--- src/rtl/csrb_pkg.sv ---
package csrb_pkg;

    localparam int STS_W = 7;

    // status vector, bit 0 at the bottom
    typedef struct packed {
        logic mark;
        logic err1;
        logic err0;
        logic irq;
        logic irq_stall;
        logic fbrk_stall;
        logic stop_stall;
    } sts_t;

    typedef enum logic [2:0] {
        CLS_NONE,
        CLS_CMD,
        CLS_EMASK,
        CLS_MARK,
        CLS_RO
    } cls_e;

    localparam int IDX_STATUS = 0;
    localparam int IDX_CMD    = 1;
    localparam int IDX_EMASK  = 2;
    localparam int IDX_MARK   = 3;
    localparam int IDX_RO_LO  = 4;
    localparam int IDX_RO_HI  = 18;
    localparam int IDX_BUF_LO = 19;
    localparam int IDX_BUF_HI = 23;

    // command action bit positions, weakest first
    localparam int CMD_CLR  = 0;
    localparam int CMD_STOP = 1;
    localparam int CMD_BRK  = 2;
    localparam int CMD_RST  = 3;

endpackage

--- src/rtl/csrb_decode.sv ---
module csrb_decode
    import csrb_pkg::*;
#(
    parameter int ENGINE_ID = 1,
    parameter int IDX_W     = 5
) (
    input  logic [IDX_W-1:0] idx_i,
    output cls_e             cls_o
);
    localparam int IDX_N = 1 << IDX_W;

    logic [31:0] idx_w;
    logic        core_ro;
    logic        buf_ro;

    assign idx_w   = 32'(idx_i);
    assign core_ro = (idx_w == IDX_STATUS) ||
                     (idx_w >= IDX_RO_LO && idx_w <= IDX_RO_HI);

    generate
        if (ENGINE_ID == 1 && IDX_N > IDX_BUF_HI) begin : g_buf_group
            assign buf_ro = (idx_w >= IDX_BUF_LO) && (idx_w <= IDX_BUF_HI);
        end else begin : g_no_buf_group
            assign buf_ro = 1'b0;
        end
    endgenerate

    always_comb begin
        if (idx_w == IDX_CMD)        cls_o = CLS_CMD;
        else if (idx_w == IDX_EMASK) cls_o = CLS_EMASK;
        else if (idx_w == IDX_MARK)  cls_o = CLS_MARK;
        else if (core_ro || buf_ro)  cls_o = CLS_RO;
        else                         cls_o = CLS_NONE;
    end

endmodule

--- src/rtl/csr_bank.sv ---
module csr_bank
    import csrb_pkg::*;
#(
    parameter int ENGINE_ID = 1,
    parameter int IDX_W     = 5,
    parameter int DATA_W    = 32,
    parameter int EMASK_W   = 3,
    parameter int MARK_W    = 16
) (
    input  logic               clk_i,
    input  logic               rst_ni,
    input  logic               wr_valid_i,
    input  logic [IDX_W-1:0]   wr_idx_i,
    input  logic [DATA_W-1:0]  wr_data_i,
    input  logic [STS_W-1:0]   evt_set_i,
    output logic [STS_W-1:0]   status_o,
    output logic               pending_stop_o,
    output logic [EMASK_W-1:0] err_mask_o,
    output logic [MARK_W-1:0]  mark_o,
    output logic               wr_err_o,
    output logic               wr_unmapped_o
);
    typedef struct packed {
        sts_t               sts;
        logic               pend;
        logic [EMASK_W-1:0] emask;
        logic [MARK_W-1:0]  mark;
        logic               err;
        logic               unm;
    } state_t;

    state_t state_d, state_q;
    cls_e   cls;

    csrb_decode #(
        .ENGINE_ID (ENGINE_ID),
        .IDX_W     (IDX_W)
    ) decode_i (
        .idx_i (wr_idx_i),
        .cls_o (cls)
    );

    always_comb begin
        state_d     = state_q;
        state_d.err = 1'b0;
        state_d.unm = 1'b0;
        state_d.sts = state_q.sts | sts_t'(evt_set_i);

        if (wr_valid_i) begin
            unique case (cls)
                CLS_CMD: begin
                    if (wr_data_i[CMD_CLR]) begin
                        state_d.sts.stop_stall = 1'b0;
                        state_d.sts.fbrk_stall = 1'b0;
                        state_d.sts.irq_stall  = 1'b0;
                        state_d.sts.irq        = 1'b0;
                        state_d.sts.err0       = 1'b0;
                        state_d.sts.err1       = 1'b0;
                        state_d.pend           = 1'b0;
                    end
                    if (wr_data_i[CMD_STOP]) state_d.pend = 1'b1;
                    if (wr_data_i[CMD_BRK])  state_d.sts.fbrk_stall = 1'b1;
                    if (wr_data_i[CMD_RST])  state_d = '0;
                end
                CLS_EMASK: state_d.emask = wr_data_i[EMASK_W-1:0];
                CLS_MARK: begin
                    state_d.mark     = wr_data_i[MARK_W-1:0];
                    state_d.sts.mark = 1'b0;
                end
                CLS_RO: state_d.err = 1'b1;
                default: begin
                    state_d.err = 1'b1;
                    state_d.unm = 1'b1;
                end
            endcase
        end
    end

    always_ff @(posedge clk_i or negedge rst_ni) begin
        if (!rst_ni) state_q <= '0;
        else         state_q <= state_d;
    end

    assign status_o       = state_q.sts;
    assign pending_stop_o = state_q.pend;
    assign err_mask_o     = state_q.emask;
    assign mark_o         = state_q.mark;
    assign wr_err_o       = state_q.err;
    assign wr_unmapped_o  = state_q.unm;

    logic cmd_wr;
    assign cmd_wr = wr_valid_i && (cls == CLS_CMD);

    AST_CLEAR_ZEROES: assert property (@(posedge clk_i) disable iff (!rst_ni)
        cmd_wr && wr_data_i[CMD_CLR] && !wr_data_i[CMD_RST] && !wr_data_i[CMD_BRK]
        |=> status_o[5:0] == '0 && pending_stop_o == $past(wr_data_i[CMD_STOP]));

    AST_BREAK_SETS: assert property (@(posedge clk_i) disable iff (!rst_ni)
        cmd_wr && wr_data_i[CMD_BRK] && !wr_data_i[CMD_RST] |=> status_o[1]);

    AST_RESET_WINS: assert property (@(posedge clk_i) disable iff (!rst_ni)
        cmd_wr && wr_data_i[CMD_RST]
        |=> status_o == '0 && !pending_stop_o && err_mask_o == '0 && mark_o == '0);

    AST_MARK_CLEARS: assert property (@(posedge clk_i) disable iff (!rst_ni)
        wr_valid_i && cls == CLS_MARK
        |=> !status_o[STS_W-1] && mark_o == $past(wr_data_i[MARK_W-1:0]));

    AST_RO_HOLDS: assert property (@(posedge clk_i) disable iff (!rst_ni)
        wr_valid_i && (cls == CLS_RO || cls == CLS_NONE) && evt_set_i == '0
        |=> wr_err_o && $stable(status_o) && $stable(pending_stop_o)
            && $stable(err_mask_o) && $stable(mark_o));

    AST_ERR_PULSE: assert property (@(posedge clk_i) disable iff (!rst_ni)
        !wr_valid_i |=> !wr_err_o && !wr_unmapped_o);

    AST_UNMAP_IMPLIES_ERR: assert property (@(posedge clk_i) disable iff (!rst_ni)
        wr_unmapped_o |-> wr_err_o);

endmodule

--- config.mk ---
export PLATFORM = sky130hd
export DESIGN_NAME = csr_bank
export DESIGN_NICKNAME = d
export VERILOG_FILES = /design/src/rtl/csrb_pkg.sv /design/src/rtl/csrb_decode.sv /design/src/rtl/csr_bank.sv
export SDC_FILE = /design/constraint.sdc
export NUM_CORES = 1
export LEC_CHECK = 0
export ABC_AREA = 1
export BUFFER_PORTS_ARGS = -buffer_cell sky130_fd_sc_hd__buf_2
export CORE_UTILIZATION = 30
export CTS_BUF_LIST = sky130_fd_sc_hd__clkbuf_8
export CTS_CLUSTER_SIZE = 14
export DETAILED_ROUTE_END_ITERATION = 10
export MAX_ROUTING_LAYER = met4
export PLACE_DENSITY = 0.62
export SETUP_SLACK_MARGIN = 0.05
export SYNTH_ARGS = -nofsm -noshare
export SYNTH_HDL_FRONTEND = slang
export SYNTH_SLANG_ARGS = --single-unit
--- constraint.sdc ---
create_clock -name clk_i -period 3 [get_ports clk_i]
set_clock_uncertainty 0.15 [all_clocks]
set_input_delay 0 -clock clk_i [delete_from_list [all_inputs] [get_ports clk_i]]
set_output_delay 0 -clock clk_i [all_outputs]
set_load 0.02 [all_outputs]
==> After elaboration in Yosys (flattened, before gate mapping) <==
Index checks and enable logic that the tools add are counted.
{ "word_totals": {"wordCells": 53, "input_bits": 47, "ff_bits": 29, "out_inout_bits": 29} }
{ "classes": {"bitwise_logic": 1, "mux": 15, "n_lt_le_gt_ge": 4, "n_eq_ne": 8, "n_reduce_logical": 13} }
{ "op_table": {"columns": ["op", "count"], "rows": [
  ["$mux 29", 2],
  ["$logic_not 32->1", 1],
  ["$pmux 16 s2", 1],
  ["$mux 7", 2],
  ["$mux 3", 4],
  ["$eq 5x2->1 const B", 2],
  ["$le 5x5->1 const B", 2],
  ["$reduce_and 3->1", 3],
  ["$or 7x7->7", 1],
  ["$eq 3x2->1 const B", 2],
  ["$pmux 1 s2", 3],
  ["$pmux 3 s2", 1],
  ["$eq 5x1->1 const B", 1],
  ["$ge 5x3->1 const B", 1],
  ["$ge 5x5->1 const B", 1],
  ["$reduce_bool 2->1", 2],
  ["$eq 3x1->1 const B", 1],
  ["$eq 3x3->1 const B", 1],
  ["$reduce_bool 3->1", 1],
  ["$reduce_or 3->1", 1],
  ["$logic_and 1x1->1", 2],
  ["$logic_or 1x1->1", 2],
  ["$mux 1", 2],
  ["$ne 2x2->1 const B", 1],
  ["$reduce_or 2->1", 1]
]} }

==> Logic depth before layout (Yosys ltp) <==
{ "depth": {"word_depth": 12, "depth_mapped": 7, "depth_no_buf": 7} }

==> By module <==
From an unflattened synthesis, not the netlist that was laid out.
{ "hier_totals": {"cells_unflattened": 144, "area_unflattened_um2": 1270.0} }
{ "by_module_without_submodules": {"columns": ["module", "area_per_inst_um2", "cells_per_inst", "instances"], "rows": [
  ["csr_bank", 1223.7, 133, 1],
  ["csrb_decode", 46.3, 11, 1]
]} }

==> Worst setup path before layout <==
Ideal clock, no wire load.
{ "synth_timing": {"path_kind": "register to register", "start": "register state_q (netlist bit status_o[1])", "end": "register state_q (netlist bit status_o[1])", "arrival_time_ps": 812, "period_less_slack_ps": 1078, "slack_ps": 1922, "t_required_ps": 2734, "n_path_buf": 0, "path_stages_with_launch": 4, "setup_time_ps": 116, "path_cell_list": "dfrtp_1 or2_2 nand2_1 nand2_1"} }
{ "synth_lines": {"columns": ["element", "line_no", "source"], "rows": [
  ["from (decl)", "csr_bank.sv:32", "state_t state_d, state_q;"],
  ["from (signal assigned)", "csr_bank.sv:81", "else state_q <= state_d;"]
]} }

==> run summary <==
n_diodes -> 0
total CTS buffers -> 5
H-tree levels -> 2
synthesis warning total -> 0
Hold WC Path Type -> in -> reg
Synth area leaders -> dfrtp_1 51%, nand2_1 12%, nand4_1 8.8%
hold bufs inserted after CTS -> 32
fin. max-slew vios -> 0
Yosys reg bits -> 29
routed wire length -> 3790 um
share of post-route cells with drive strength above 1 -> 29.5%
Post-DRT Antenna Nets -> 0
Leakage -> 0.00120 uW
GP Congestion -> 0.781
CTS tree -> done
Peak supply drop -> 0.160 mV
post-DR wirelength/cell -> 12.0 um
post-synthesis cell area -> 1420 um^2
Synth Net Count -> 219
Post-CTS Setup Bufs -> 0
Crit. End Element -> flip-flop
DRC viols -> 16
Multi-input gate area -> 564 um^2
DRT Pass-1 Iters -> 7
reg2reg setup slack -> 1.41 ns
worst hold start -> wr_data_i[3]
GRT overflow -> 0
Setup CP Type -> in -> reg
crit-path max FO -> 5
DP Wirelength -> 2310 um
post-synth cell types -> 21
period utilization -> 78.8%
commonest non-fill, non-tap cells in the layout -> 59 x buf_2, 46 x nand2_1, 32 x dlygate4sd3_1, 31 x nor2_1, 29 x dfrtp_1
vias -> 1,426
reg2reg start -> status_o[1]$_DFF_PN0_
RSZ-0062 raised after global routing -> false
gr usage total -> 16.2%
Starting Density -> 31.9%
number of global-route vias before repair -> 1,383
Post-CTS Resized -> 0
fillcell total -> 447
FMAX -> 0.423 GHz
Synth Instances -> 172
nets -> 310
status -> finished with violations
clock latency on the worst-skew pair -> 0.28 ns
Cell Rows -> 24
area grow syn2layout -> 52.1%
CP Launch Type -> input port
PortBufs -> 59
CP Launch Point -> wr_idx_i[4]
Period minus WS final -> 2.36 ns
Iter 0 DRT Violations -> 48
worst-margin pin slew -> 0.659 ns
Core Region -> 4440 um^2
Die W -> 70.7 um
Synth top area share -> 51.2%
Pwr Density -> 406 nW/um^2
Fin Setup TNS -> 0 ns
Hold Vio Cnt, Final -> 0
first-pass GRT wire length -> 6200 um
failing checks -> DRC
Max-Slew Margin vs Limit -> 56.0%
commonest non-fill, non-tap cell in the layout -> buf_2
cell accounting for the most synthesized area -> dfrtp_1
syn avg cell area -> 8.23 um^2
maximum clock insertion buffer count -> 2
# IOs -> 76
initial antenna violation count -> 0
die height -> 70.7 um
drt via density -> 4.51
dpl cells -> 276
die area -> 5000 um^2
clk sinks -> 29
CTS root buf -> clkbuf_8
sequential fraction of the synthesis area -> 51.2%
Reg area -> 726 um^2
clock slew at reported path FFs -> 0.06 ns
critical path data arrival time -> 2.43 ns
Worst Path Required -> 3.06 ns
largest net degree at the start of global routing -> 30
Finished Layout Cells -> 316
max-cap viol count -> 0
setup violators final -> 0
==> final cells by class <==
type                            instances  area share, %
Sequential cell                        29           33.7
Timing Repair Buffer                   91           28.6
Tap cell                               52           3.02
Clock inverter                          1          0.232
Multi-Input combinational cell        114           26.2
Inverter                               22           3.83
Clock buffer                            7           4.47
==> cells by family (layout without fill, tap and decap cells) <==
kind of cell    after synthesis  after routing  share of synthesized area [%]
simple gates                112            112                           39.0
flops                        29             29                           51.2
buf+inv                      29            121                           8.92
compound gates                2              2                          0.883
==> worst max-delay path, stage by stage <==
cell and delay (ns):
dlygate4sd3_1 0.53, buf_2 0.13, inv_1 0.18, nand3_1 0.17
nor2_2 0.17, nand3_1 0.08, dlygate4sd3_1 0.56, nand2_1 0.07
dlygate4sd3_1 0.54
==> layer usage <==
layer  track usage (%)  share of wire [%]
met1              19.8                 46
met2              26.3                 48
met3              5.27                5.8
met4              3.56               0.61
met5                 -                  0
==> flip-flops by register name, summed over array words and instances (netlist names) <==
name            cells
err_mask_o          3
wr_unmapped_o       1
status_o            7
pending_stop_o      1
wr_err_o            1
mark_o             16
==> Yosys cell counts <==
cell type  number
nand4_2         1
inv_1          21
nand3b_2        1
inv_2           1
nand3_1         5
o21ai_1         1
dfrtp_1        29
or2_2           1
o21a_1          1
buf_6           1
buf_4           1
nor2_1         31
nand2_4         1
buf_2           5
nor2_4          1
nor2_8          1
nand3_4         1
nor2_2          2
nand3_2         1
nand2_1        46
nand4_1        20
==> path summary, 6_finish.rpt <==
check,end,depth (start not counted)
min in group asynchronous,wr_unmapped_o$_DFF_PN0_,2
setup / recovery,status_o[1]$_DFF_PN0_,9
hold reg to reg,status_o[6]$_DFF_PN0_,1
max in group asynchronous,status_o[6]$_DFF_PN0_,2
hold / removal,pending_stop_o$_DFFE_PN0P_,6
setup reg to reg,status_o[1]$_DFF_PN0_,4
==> per-stage QoR <==
step	utilization (%)	setup WS, ns	hold WS, ns	power [uW]	cell area [um^2]
6_report	48.5	0.636	0.0194	876	2150
5_1_grt	48.5	0.567	0.0525	919	2150
4_1_cts	48.5	0.658	0.00975	886	2150
3_5_place_dp	39.0	1.32	-0.0794	503	1730
3_3_place_gp	39.0	1.34	-0.0875	501	1730
2_1_floorplan	-	1.92	-0.446	458	1420
==> report_power, final <==
part	internal (uW)	switching, uW	total (uW)
Clock	207	147	354
Sequential	401	4.46	405
Combinational	52.8	64.1	117
Total	661	215	876
No activity file was read; power rests on OpenSTA's default activity.
